File: src/rtl/med3_pkg.sv
package med3_pkg;
  localparam int unsigned IN_OFS  = 0;
  localparam int unsigned OUT_OFS = IN_OFS + 4;

  typedef enum logic [1:0] {
    RD_NONE   = 2'd0,
    RD_INPUT  = 2'd1,
    RD_RESULT = 2'd2
  } rd_sel_e;
endpackage

File: src/rtl/med3_arrival.sv
module med3_arrival #(
  parameter int unsigned DATA_W = 32
) (
  input  logic              clk,
  input  logic              rst_n,
  input  logic              in_wr,
  input  logic [DATA_W-1:0] in_data,
  output logic              arrive,
  output logic [DATA_W-1:0] last_val
);
  logic [DATA_W-1:0] last_q;

  always_ff @(posedge clk or negedge rst_n) begin
    if (!rst_n)     last_q <= '0;
    else if (in_wr) last_q <= in_data;
  end

  assign arrive   = in_wr && (last_q == '0) && (in_data != '0);
  assign last_val = last_q;

  // the remembered value follows the most recent input write
  a_r6_last_tracks: assert property (@(posedge clk) disable iff (!rst_n)
    in_wr |=> last_q == $past(in_data));
  // without an input write the remembered value holds
  a_r7_last_holds: assert property (@(posedge clk) disable iff (!rst_n)
    !in_wr |=> $stable(last_q));
endmodule

File: src/rtl/med3_window.sv
module med3_window #(
  parameter int unsigned DATA_W = 32,
  parameter int unsigned DEPTH  = 3
) (
  input  logic                    clk,
  input  logic                    rst_n,
  input  logic                    shift,
  input  logic [DATA_W-1:0]       din,
  output logic [DEPTH*DATA_W-1:0] slots
);
  logic [DATA_W-1:0] slot_q [DEPTH];

  genvar gi;
  generate
    for (gi = 0; gi < DEPTH; gi++) begin : g_slot
      logic [DATA_W-1:0] feed;
      if (gi == 0) begin : g_head
        assign feed = din;
      end else begin : g_tail
        assign feed = slot_q[gi-1];
      end
      always_ff @(posedge clk or negedge rst_n) begin
        if (!rst_n)     slot_q[gi] <= '0;
        else if (shift) slot_q[gi] <= feed;
      end
      assign slots[gi*DATA_W +: DATA_W] = slot_q[gi];
    end
  endgenerate

  // newest slot receives the shifted-in data
  a_r2_head_loads: assert property (@(posedge clk) disable iff (!rst_n)
    shift |=> slot_q[0] == $past(din));
  // no shift, no change anywhere in the window
  a_r4_window_holds: assert property (@(posedge clk) disable iff (!rst_n)
    !shift |=> $stable(slots));
endmodule

File: src/rtl/med3_select.sv
module med3_select #(
  parameter int unsigned DATA_W = 32
) (
  input  logic [DATA_W-1:0] a,
  input  logic [DATA_W-1:0] b,
  input  logic [DATA_W-1:0] c,
  output logic [DATA_W-1:0] mid
);
  function automatic logic [DATA_W-1:0] umin(input logic [DATA_W-1:0] x, input logic [DATA_W-1:0] y);
    return (x < y) ? x : y;
  endfunction

  function automatic logic [DATA_W-1:0] umax(input logic [DATA_W-1:0] x, input logic [DATA_W-1:0] y);
    return (x < y) ? y : x;
  endfunction

  // middle = larger of (smaller pair member) and (larger pair member clipped by c)
  function automatic logic [DATA_W-1:0] median3(input logic [DATA_W-1:0] x,
                                                input logic [DATA_W-1:0] y,
                                                input logic [DATA_W-1:0] z);
    return umax(umin(x, y), umin(umax(x, y), z));
  endfunction

  assign mid = median3(a, b, c);
endmodule

File: src/rtl/med3_copro.sv
module med3_copro #(
  parameter int unsigned DATA_W = 32,
  parameter int unsigned ADDR_W = 8
) (
  input  logic              clk,
  input  logic              rst_n,
  input  logic              wr_en,
  input  logic [ADDR_W-1:0] wr_addr,
  input  logic [DATA_W-1:0] wr_data,
  input  logic [ADDR_W-1:0] rd_addr,
  output logic [DATA_W-1:0] rd_data
);
  import med3_pkg::*;

  localparam int unsigned DEPTH = 3;
  localparam logic [ADDR_W-1:0] IN_A  = ADDR_W'(IN_OFS);
  localparam logic [ADDR_W-1:0] OUT_A = ADDR_W'(OUT_OFS);

  logic                    in_wr;
  logic                    arrive;
  logic [DATA_W-1:0]       last_val;
  logic [DEPTH*DATA_W-1:0] slots;
  logic [DATA_W-1:0]       s0, s1, s2;
  logic [DATA_W-1:0]       mid_next;
  logic [DATA_W-1:0]       res_q;
  rd_sel_e                 rd_sel;

  assign in_wr = wr_en && (wr_addr == IN_A);

  med3_arrival #(.DATA_W(DATA_W)) u_arrival (
    .clk(clk), .rst_n(rst_n), .in_wr(in_wr), .in_data(wr_data),
    .arrive(arrive), .last_val(last_val)
  );

  med3_window #(.DATA_W(DATA_W), .DEPTH(DEPTH)) u_window (
    .clk(clk), .rst_n(rst_n), .shift(arrive), .din(wr_data), .slots(slots)
  );

  assign s0 = slots[0*DATA_W +: DATA_W];
  assign s1 = slots[1*DATA_W +: DATA_W];
  assign s2 = slots[2*DATA_W +: DATA_W];

  // median over the window as it stands after this arrival
  med3_select #(.DATA_W(DATA_W)) u_select (
    .a(wr_data), .b(s0), .c(s1), .mid(mid_next)
  );

  always_ff @(posedge clk or negedge rst_n) begin
    if (!rst_n)      res_q <= '0;
    else if (arrive) res_q <= mid_next;
  end

  always_comb begin
    if (rd_addr == OUT_A)     rd_sel = RD_RESULT;
    else if (rd_addr == IN_A) rd_sel = RD_INPUT;
    else                      rd_sel = RD_NONE;
  end

  always_comb begin
    case (rd_sel)
      RD_RESULT: rd_data = res_q;
      RD_INPUT:  rd_data = last_val;
      default:   rd_data = '0;
    endcase
  end

  // after an arrival the result ranks in the middle of the window
  a_r5_result_is_middle: assert property (@(posedge clk) disable iff (!rst_n)
    $past(arrive) |->
      (((res_q >= s0) ? 1 : 0) + ((res_q >= s1) ? 1 : 0) + ((res_q >= s2) ? 1 : 0) >= 2) &&
      (((res_q <= s0) ? 1 : 0) + ((res_q <= s1) ? 1 : 0) + ((res_q <= s2) ? 1 : 0) >= 2) &&
      ((res_q == s0) || (res_q == s1) || (res_q == s2)));
  // a nonzero write after a nonzero write leaves the result alone
  a_r3_repeat_ignored: assert property (@(posedge clk) disable iff (!rst_n)
    (in_wr && last_val != '0) |=> $stable(res_q));
  // writes elsewhere leave the result alone
  a_r7_other_addr: assert property (@(posedge clk) disable iff (!rst_n)
    (wr_en && wr_addr != IN_A) |=> $stable(res_q));
  // result register reads zero straight out of reset
  a_r1_reset_clear: assert property (@(posedge clk)
    $rose(rst_n) |-> res_q == '0);
endmodule

File: config.mk
export PLATFORM = sky130hd
export DESIGN_NAME = med3_copro
export DESIGN_NICKNAME = d
export VERILOG_FILES = /design/src/rtl/med3_pkg.sv /design/src/rtl/med3_arrival.sv /design/src/rtl/med3_window.sv /design/src/rtl/med3_select.sv /design/src/rtl/med3_copro.sv
export SDC_FILE = /design/constraint.sdc
export NUM_CORES = 1
export LEC_CHECK = 0
export ABC_CLOCK_PERIOD_IN_PS = 7700
export BUFFER_PORTS_ARGS = -buffer_cell sky130_fd_sc_hd__buf_2
export CORE_MARGIN = 2
export CORE_UTILIZATION = 61
export DETAILED_ROUTE_END_ITERATION = 10
export GPL_ROUTABILITY_DRIVEN = 0
export PLACE_DENSITY = 0.82
export SLEW_MARGIN = 15
export SYNTH_ARGS = -nofsm -noshare
export SYNTH_HDL_FRONTEND = slang
export SYNTH_SLANG_ARGS = --single-unit
File: constraint.sdc
create_clock -name clk -period 7.7 [get_ports clk]
set_input_delay 0.385 -clock clk [delete_from_list [all_inputs] [get_ports clk]]
set_output_delay 0.385 -clock clk [all_outputs]
set_load 0.01 [all_outputs]
# Word-level counts from Yosys, hierarchy flattened
# Index checks and enable logic that the tools add are counted.
[word_totals] reg_bits=128 inputBits=51 output_inout_bits=32
[classes] order_cmp=3 n_eq_ne=3 muxes=7 reduce_logical=7
[op_table] cell="$mux 32" count=4
[op_table] cell="$lt 32x32->1" count=3
[op_table] cell="$pmux 32 s2" count=1
[op_table] cell="$logic_not 32->1" count=1
[op_table] cell="$reduce_bool 32->1" count=1
[op_table] cell="$logic_not 8->1" count=2
[op_table] cell="$eq 8x3->1 const B" count=1
[op_table] cell="$logic_and 1x1->1" count=3
[op_table] cell="$eq 2x1->1 const B" count=1
[op_table] cell="$eq 2x2->1 const B" count=1
[op_table] cell="$mux 2" count=1
[op_table] cell="$mux 1" count=1

# Longest topological paths before layout
# Gate-level depths: netlist (run 1).
[logic_depth] ltp_word=6 depth_mapped=29

# Cells and area by module
# A second synthesis (run 1) with hierarchy kept.
[hier_totals] hier_cells=1013 hier_area_um2=10701.5
[by_module_without_submodules] module="med3_window" n_inst=1 area_per_inst_um2=3764.9 seq_area_each_um2=2402.3 cells_each=203
[by_module_without_submodules] module="med3_select" n_inst=1 area_per_inst_um2=3674.8 seq_area_each_um2=0.0 cells_each=570
[by_module_without_submodules] module="med3_copro" n_inst=1 area_per_inst_um2=1930.6 seq_area_each_um2=800.8 cells_each=149
[by_module_without_submodules] module="med3_arrival" n_inst=1 area_per_inst_um2=1331.3 seq_area_each_um2=800.8 cells_each=91

# Worst setup path after synthesis (run 1)
# No wires, ideal clock.
[synth_path] path_kind="reg2reg" from="reg u_window.slot_q (netlist bit u_window.g_slot[1].feed[31])" to="reg res_q[22]" t_arrival_ps=6027 setup_slack_ps=1540 setup_ps=133 path_buffers=4 stages_incl_launch_ff=30 required_ps=7567 cell_sequence="dfrtp_1 inv_1 ha_1 nand4_2 nor4_2 nand3_1 o211a_1 buf_4 nand2_1 clkbuf_1 o21ai_0 ha_1 a21o_1 a2111oi_4 o21a_1 o211ai_1 or2_1 nor3_4 buf_4 mux2i_1 ha_1 and4_1 nand3_1 nor4_1 nand2_1 a31oi_1 o21ai_1 clkbuf_1 a21oi_1 a211oi_2"
[synth_between] elab_chain_len=6
[synth_lines] element="from (decl)" line="med3_window.sv:11" rtl="logic [DATA_W-1:0] slot_q [DEPTH];"
[synth_lines] element="from (signal, indexed assignment)" line="med3_window.sv:23" rtl="if (!rst_n) slot_q[gi] <= '0;"
[synth_lines] element="from (signal, indexed assignment)" line="med3_window.sv:24" rtl="else if (shift) slot_q[gi] <= feed;"
[synth_lines] element="$lt 32x32->1" line="med3_select.sv:10, med3_select.sv:14"
[synth_lines] element="$mux 32" line="med3_select.sv:14" rtl="return (x < y) ? y : x;"
[synth_lines] element="$lt 32x32->1" line="med3_select.sv:10" rtl="return (x < y) ? x : y;"
[synth_lines] element="$mux 32" line="med3_select.sv:10"
[synth_lines] element="$lt 32x32->1" line="med3_select.sv:14"
[synth_lines] element="$mux 32 *" line="med3_select.sv:14"
[synth_lines] element="to (signal assigned)" line="med3_copro.sv:50" rtl="else if (arrive) res_q <= mid_next;"
[synth_lines] element="to (decl)" line="med3_copro.sv:25" rtl="logic [DATA_W-1:0] res_q;"
# Every way passes the cells marked *; elsewhere a longest branch is shown, timed or not.
# A chain may end at the register's enable or synchronous reset.

# Worst setup path after layout (run 1)
[layout_path] from="reg u_window.slot_q (netlist bit u_window.g_slot[1].feed[31])" to="reg res_q[20]"
# The elaborated chain is that of the path after synthesis.

==> reports/qor.txt, run 1 <==
ANT nets after route = 0
Pin count of the biggest net entering global routing = 93
Clk_skew = 0.00797 ns
Core Util, Final = 0.715
Post-synth EDFFs = 0
Max Root-Sink Buffers = 2
Pwr dens = 229 nW/um^2
I/O Buffers = 82
Global-route wire length before repair = 43400 um
Final #Nets = 1242
GRT Util Overall = 0.343
Chip width = 127 um
Drt total wl = 27300 um
Register area share after synthesis = 0.350
Slew margin rel. = 0.266
Final WS setup = 0.184 ns
Synth area leader = dfrtp_1
FFs w/ async S/R, synth = 1.00
IO Pins = 83
Cells after Synth = 1029
Hold_buf cts = 0
R2R setup slack = 0.18 ns
Startpoint type of the worst setup path = flip-flop
Max FO, Critical Path = 23
Final hold vios = 0
Count leader, synth = o21ai_0
Critical path required time = 8.03 ns
Pins over their slew limit = 0
Area Growth Syn to Fin = 13.9%
Vias in the first global route = 8354
Drt wl/cell = 21.1 um
Final min period = 7.52 ns
Worst r2r src = u_window.g_slot[1].feed[31]$_DFFE_PN0P_
CTS Buf Count = 17
Ranking of synthesized cells by area = dfrtp_1 (35%), ha_1 (13%), o21ai_0 (9.7%)
Vias = 8648
Top post-synthesis cells by count = o21ai_0 (178), dfrtp_1 (128), nand2_1 (95), ha_1 (93), inv_1 (70)
Top cell type's share of synthesized area = 0.350
Syn Nets = 1173
Reg2reg path depth = 27
Static Leakage = 5.18 nW
Warnings from Yosys = 0
Post-DR vias/cell = 6.68
Status = finished clean
Core box area = 14600 um^2
Remaining DRCs = 0
Placement Setup Slack = 0.462 ns
Syn Area/Cell = 8.90 um^2
Register bit total from synthesis = 128
Count of cell types in the netlist = 58
CTS tree = built
Reg2reg end = res_q[20]$_DFFE_PN0P_
Share of cells above drive strength 1 = 0.190
Setup-failing EPs final = 0
Crit path DAT = 7.85 ns
CP Class = flip-flop to flip-flop
Initial antenna violation count = 0
CTS H-tree lvls = 4
Initial Util = 0.628
Hold WC Path Type = input pin to async pin
VDD IR max = 0.207 mV
DIE HEIGHT = 127 um
Skew-Pair Late Insertion Delay = 0.43 ns
Crit end category = flip-flop
Global route total overflow = 0
Die area = 16000 um^2
Reg clk slew, reported paths = 0.06 ns
Primary FF master, synth = dfrtp_1
Clk sinks = 128
Final period util = 0.976
Slowest stage delay, CP = 0.56 ns
Fmax = 133 MHz
Ant. Diodes = 0
Mapped Area = 9160 um^2
Tightest Pin Transition = 1.10 ns
Total negative slack = 0 ns
Clk root buf = clkbuf_16
Detailed placer's ending HPWL = 18700 um
Slowest CP cell = o22ai_2
Rows = 44
Starting DRT DRC Count = 1063
Maximum capacitance violations = 0
First-pass iteration count of the detailed router = 8
[cells in the final DEF (no fill, tap or decap), drive strengths merged, types with 2 or more instances in the layout]
master / netlist / routed
a2111oi: 3 / 3
a211oi: 25 / 25
a21o: 14 / 14
a21oi: 56 / 56
a221oi: 2 / 2
a31oi: 2 / 2
and4: 3 / 3
buf: 14 / 106
bufinv: 0 / 6
clkbuf: 42 / 20
clkinv: 0 / 3
clkinvlp: 0 / 2
dfrtp: 128 / 128
ha: 93 / 93
inv: 70 / 70
mux2: 32 / 32
mux2i: 63 / 63
nand2: 95 / 95
nand2b: 2 / 2
nand3: 39 / 39
nand4: 19 / 19
nor2: 66 / 66
nor3: 10 / 10
nor4: 25 / 25
o211ai: 14 / 14
o21a: 6 / 6
o21ai: 180 / 180
o31a: 2 / 2
or2: 4 / 4
[sequential cells by signal, indices dropped and copies added (netlist names)]
register,count
res_q,32
u_arrival.last_val,32
u_window.g_slot.feed,64
[worst max-delay path, delay by kind of cell, from the launching register on]
kind / cells / cell delay, ns
mux: 1 / 0.37
flops: 1 / 0.34
fa+ha+maj: 3 / 0.96
buf+inv: 5 / 1.17
compound gates: 14 / 3.40
simple gates: 4 / 1.18
[what timing repair did]
action | CTS | global route
endpoints found under the setup margin | 0 | 6
hold endpoints to repair | 0 | 0
setup buffers | 0 | 0
resized for setup | 0 | 2
[metrics by stage]
step                      hold slack (ns)  area [um^2]  cells  total power, mW
after floorplan                    0.0894         9160   1029             1.25
after detailed placement            0.464         9750   1263             1.45
final                              0.0433        10400   1294             2.39
after global routing                0.111        10400   1294             2.49
after global placement              0.452         9750   1263             1.43
after CTS                          0.0686        10400   1294             2.37
[power by group]
part	internal [mW]	total [mW]	leakage [nW]	switching, mW
sequential	0.719	0.751	1.47	0.0322
clock	0.620	0.921	0.322	0.301
combinational	0.279	0.718	3.39	0.439
total	1.62	2.39	5.18	0.771
[layout make-up]
type                            count  area (um^2)
Inverter                           70          263
Tap cell                          184          230
Multi-Input combinational cell    775         5470
Timing Repair Buffer              106          593
Clock inverter                     11          210
Sequential cell                   128         3200
Fill cell                        1102         4160
Clock buffer                       20          457
[worst max path at each step]
stage	start	slack (ns)	end
3_3_place_gp	wr_data[9]	0.65	res_q[21]$_DFFE_PN0P_
4_1_cts	u_window.g_slot[1].feed[31]$_DFFE_PN0P_	0.50	res_q[20]$_DFFE_PN0P_
5_1_grt	u_window.g_slot[1].feed[31]$_DFFE_PN0P_	-0.03	res_q[1]$_DFFE_PN0P_
3_5_place_dp	wr_data[30]	0.46	res_q[1]$_DFFE_PN0P_
2_1_floorplan	wr_data[31]	1.54	res_q[22]$_DFFE_PN0P_
6_report	u_window.g_slot[1].feed[31]$_DFFE_PN0P_	0.18	res_q[20]$_DFFE_PN0P_
[routing by layer]
metal / up-vias / global-route usage / wire, um / share of wire
li1: 3875 / - / - / -
met1: 4158 / 0.455 / 10900 / 0.40
met2: 523 / 0.539 / 12700 / 0.46
met3: 92 / 0.0713 / 2790 / 0.10
met4: 0 / 0.166 / 985 / 0.036
met5: - / 0 / 0 / 0
[cells by family (layout without fill, tap and decap cells)]
group | Yosys count | after routing | synth area share
compound gates | 318 | 318 | 0.220
simple gates | 269 | 269 | 0.139
flops | 128 | 128 | 0.350
buf+inv | 126 | 207 | 0.0553
mux | 95 | 95 | 0.108
fa+ha+maj | 93 | 93 | 0.127
Note: power is estimated with default switching activity, not from simulation.
==> inputs of run 2 (changes only) <==
--- a/config.mk
+++ b/config.mk
@@ -7,11 +7,13 @@
 export LEC_CHECK = 0
 export ABC_CLOCK_PERIOD_IN_PS = 7700
 export BUFFER_PORTS_ARGS = -buffer_cell sky130_fd_sc_hd__buf_2
+export CELL_PAD_IN_SITES_DETAIL_PLACEMENT = 0
+export CELL_PAD_IN_SITES_GLOBAL_PLACEMENT = 1
 export CORE_MARGIN = 2
-export CORE_UTILIZATION = 61
+export CORE_UTILIZATION = 47
 export DETAILED_ROUTE_END_ITERATION = 10
 export GPL_ROUTABILITY_DRIVEN = 0
-export PLACE_DENSITY = 0.82
+export PLACE_DENSITY_LB_ADDON = 0.1
 export SLEW_MARGIN = 15
 export SYNTH_ARGS = -nofsm -noshare
 export SYNTH_HDL_FRONTEND = slang
==> run 2 against run 1 <==
Effect of this change:
- critical endpoint is now res_q[2]$_DFFE_PN0P_
- cell area rose by 1.3%
- register-to-register slack improved by 0.20 ns
- highest routed layer unchanged
- largest power group unchanged
- die area rose by 29%
- combinational power rose by 2.9%
==> reports/qor.txt, run 2 (same netlist as run 1, synthesis figures left out) <==
Final non-filler cell total = 1378 (was 1294)
CTS tree = built (unchanged)
First-pass iteration count of the detailed router = 5 (was 8)
CTS H-tree lvls = 4 (unchanged)
Final Cell Area = 10600 um^2 (was 10400 um^2)
Die area = 20600 um^2 (was 16000 um^2)
WHS = 0.0134 ns (was 0.0433 ns)
Commonest non-fill, non-tap cell in the layout = o21ai_0 (unchanged)
Placement Setup Slack = 0.0279 ns (was 0.462 ns)
Fmax = 137 MHz (was 133 MHz)
Vias in the first global route = 7954 (was 8354)
Startpoint type of the worst setup path = flip-flop (unchanged)
Post-DR vias/cell = 5.87 (was 6.68)
I/O Buffers = 82 (unchanged)
Share of cells above drive strength 1 = 0.193 (was 0.190)
Ant. Diodes = 0 (unchanged)
Final min period = 7.32 ns (was 7.52 ns)
Vias = 8088 (was 8648)
Slowest CP cell = o211ai_4 (was o22ai_2)
Remaining DRCs = 0 (unchanged)
IO Pins = 83 (unchanged)
Skew-Pair Late Insertion Delay = 0.43 ns (about the same)
Status = finished clean (unchanged)
Critical path required time = 8.03 ns (about the same)
Crit path DAT = 7.64 ns (was 7.85 ns)
Total negative slack = 0 ns (unchanged)
Detailed placer's ending HPWL = 20600 um (was 18700 um)
Clk sinks = 128 (unchanged)
Hold WC Path Type = input pin to async pin (unchanged)
Hold_buf cts = 0 (unchanged)
Static Leakage = 5.18 nW (about the same)
Core box area = 19300 um^2 (was 14600 um^2)
Starting DRT DRC Count = 460 (was 1063)
Rows = 51 (was 44)
Slowest stage delay, CP = 0.43 ns (was 0.56 ns)
Global-route wire length before repair = 45300 um (was 43400 um)
CP Class = flip-flop to flip-flop (unchanged)
Chip width = 144 um (was 127 um)
Drt total wl = 29300 um (was 27300 um)
Tightest Pin Transition = 1.13 ns (was 1.10 ns)
DIE HEIGHT = 144 um (was 127 um)
Initial antenna violation count = 0 (unchanged)
Final period util = 0.950 (was 0.976)
GRT Util Overall = 0.293 (was 0.343)
Reg clk slew, reported paths = 0.07 ns (was 0.06 ns)
Pwr dens = 223 nW/um^2 (was 229 nW/um^2)
RSZ-0062 raised after global routing = no
Max Root-Sink Buffers = 2 (unchanged)
Drt wl/cell = 21.3 um (was 21.1 um)
Placed cell area = 9900 um^2 (was 9750 um^2)
CTS Buf Count = 17 (unchanged)
Pin count of the biggest net entering global routing = 119 (was 93)
Final #Nets = 1245 (was 1242)
Crit end category = flip-flop (unchanged)
Area Growth Syn to Fin = 15.3% (was 13.9%)
ANT nets after route = 0 (unchanged)
Final WS setup = 0.384 ns (was 0.184 ns)
Post-cts sizing count = 0 (unchanged)
Max FO, Critical Path = 14 (was 23)
Number of flip-flops in the largest register = 64 (unchanged)
Clk root buf = clkbuf_16 (unchanged)
Maximum capacitance violations = 0 (unchanged)
Setup-failing EPs final = 0 (unchanged)
Setup Buffers After CTS = 0 (unchanged)
Final hold vios = 0 (unchanged)
VDD IR max = 0.148 mV (was 0.207 mV)
Global route total overflow = 0 (unchanged)
Initial Util = 0.475 (was 0.628)
Commonest cells after routing, fill and taps aside = o21ai_0 (177), dfrtp_1 (128), nand2_1 (95), ha_1 (93), buf_2 (81) (was o21ai_0 (178), dfrtp_1 (128), nand2_1 (95), ha_1 (93), buf_2 (81))
Design Power = 2.35 mW (was 2.39 mW)
Slew margin rel. = 0.245 (was 0.266)
Clk_skew = 0.0170 ns (was 0.00797 ns)
Placed insts = 1347 (was 1263)
R2R setup slack = 0.38 ns (was 0.18 ns)
Core Util, Final = 0.548 (was 0.715)
Pins over their slew limit = 0 (unchanged)
run 2: cell types whose count changed in the layout (fill, tap and decap cells not counted), sizes merged:
cell,change
buf,+3
clkinv,+2
clkinvlp,+2
bufinv,-2
clkbuf,-2
run 2: final timing paths:
check | cells after the start | startpoint | end
setup / recovery | 28 | u_window.g_slot[1].feed[23]$_DFFE_PN0P_ | res_q[2]$_DFFE_PN0P_
max in group asynchronous | 2 | rst_n | res_q[24]$_DFFE_PN0P_
setup reg to reg | 28 | u_window.g_slot[1].feed[23]$_DFFE_PN0P_ | res_q[2]$_DFFE_PN0P_
min in group clk | 3 | wr_data[23] | u_window.g_slot[1].feed[23]$_DFFE_PN0P_
hold / removal | 1 | rst_n | u_arrival.last_val[13]$_DFFE_PN0P_
hold reg to reg | 2 | u_window.g_slot[1].feed[25]$_DFFE_PN0P_ | u_window.g_slot[2].feed[25]$_DFFE_PN0P_
run 2: worst max-delay path: cells and delay by family (launching register included):
kind            cells  cell delay [ns]
compound gates     14             3.20
fa+ha+maj           3             0.94
buf+inv             5             1.06
flops               1             0.35
mux                 1             0.30
simple gates        5             1.34
run 2: area by class of cell:
cell class	count	area, um^2
Clock buffer	18	429
Clock inverter	13	190
Fill cell	1853	8710
Sequential cell	128	3200
Inverter	70	263
Timing Repair Buffer	109	648
Tap cell	265	332
Multi-Input combinational cell	775	5500
run 2: per-layer routing:
| metal | up-vias | wire, um | global-route usage |
|---|---|---|---|
| li1 | 3883 | - | - |
| met1 | 3945 | 13600 | 0.396 |
| met2 | 218 | 13800 | 0.479 |
| met3 | 42 | 1410 | 0.0533 |
| met4 | 0 | 562 | 0.0867 |
| met5 | - | 0 | 0 |
run 2: where the power goes:
group	internal, mW	switching [mW]
Sequential	0.718	0.0301
Combinational	0.296	0.443
Clock	0.541	0.326
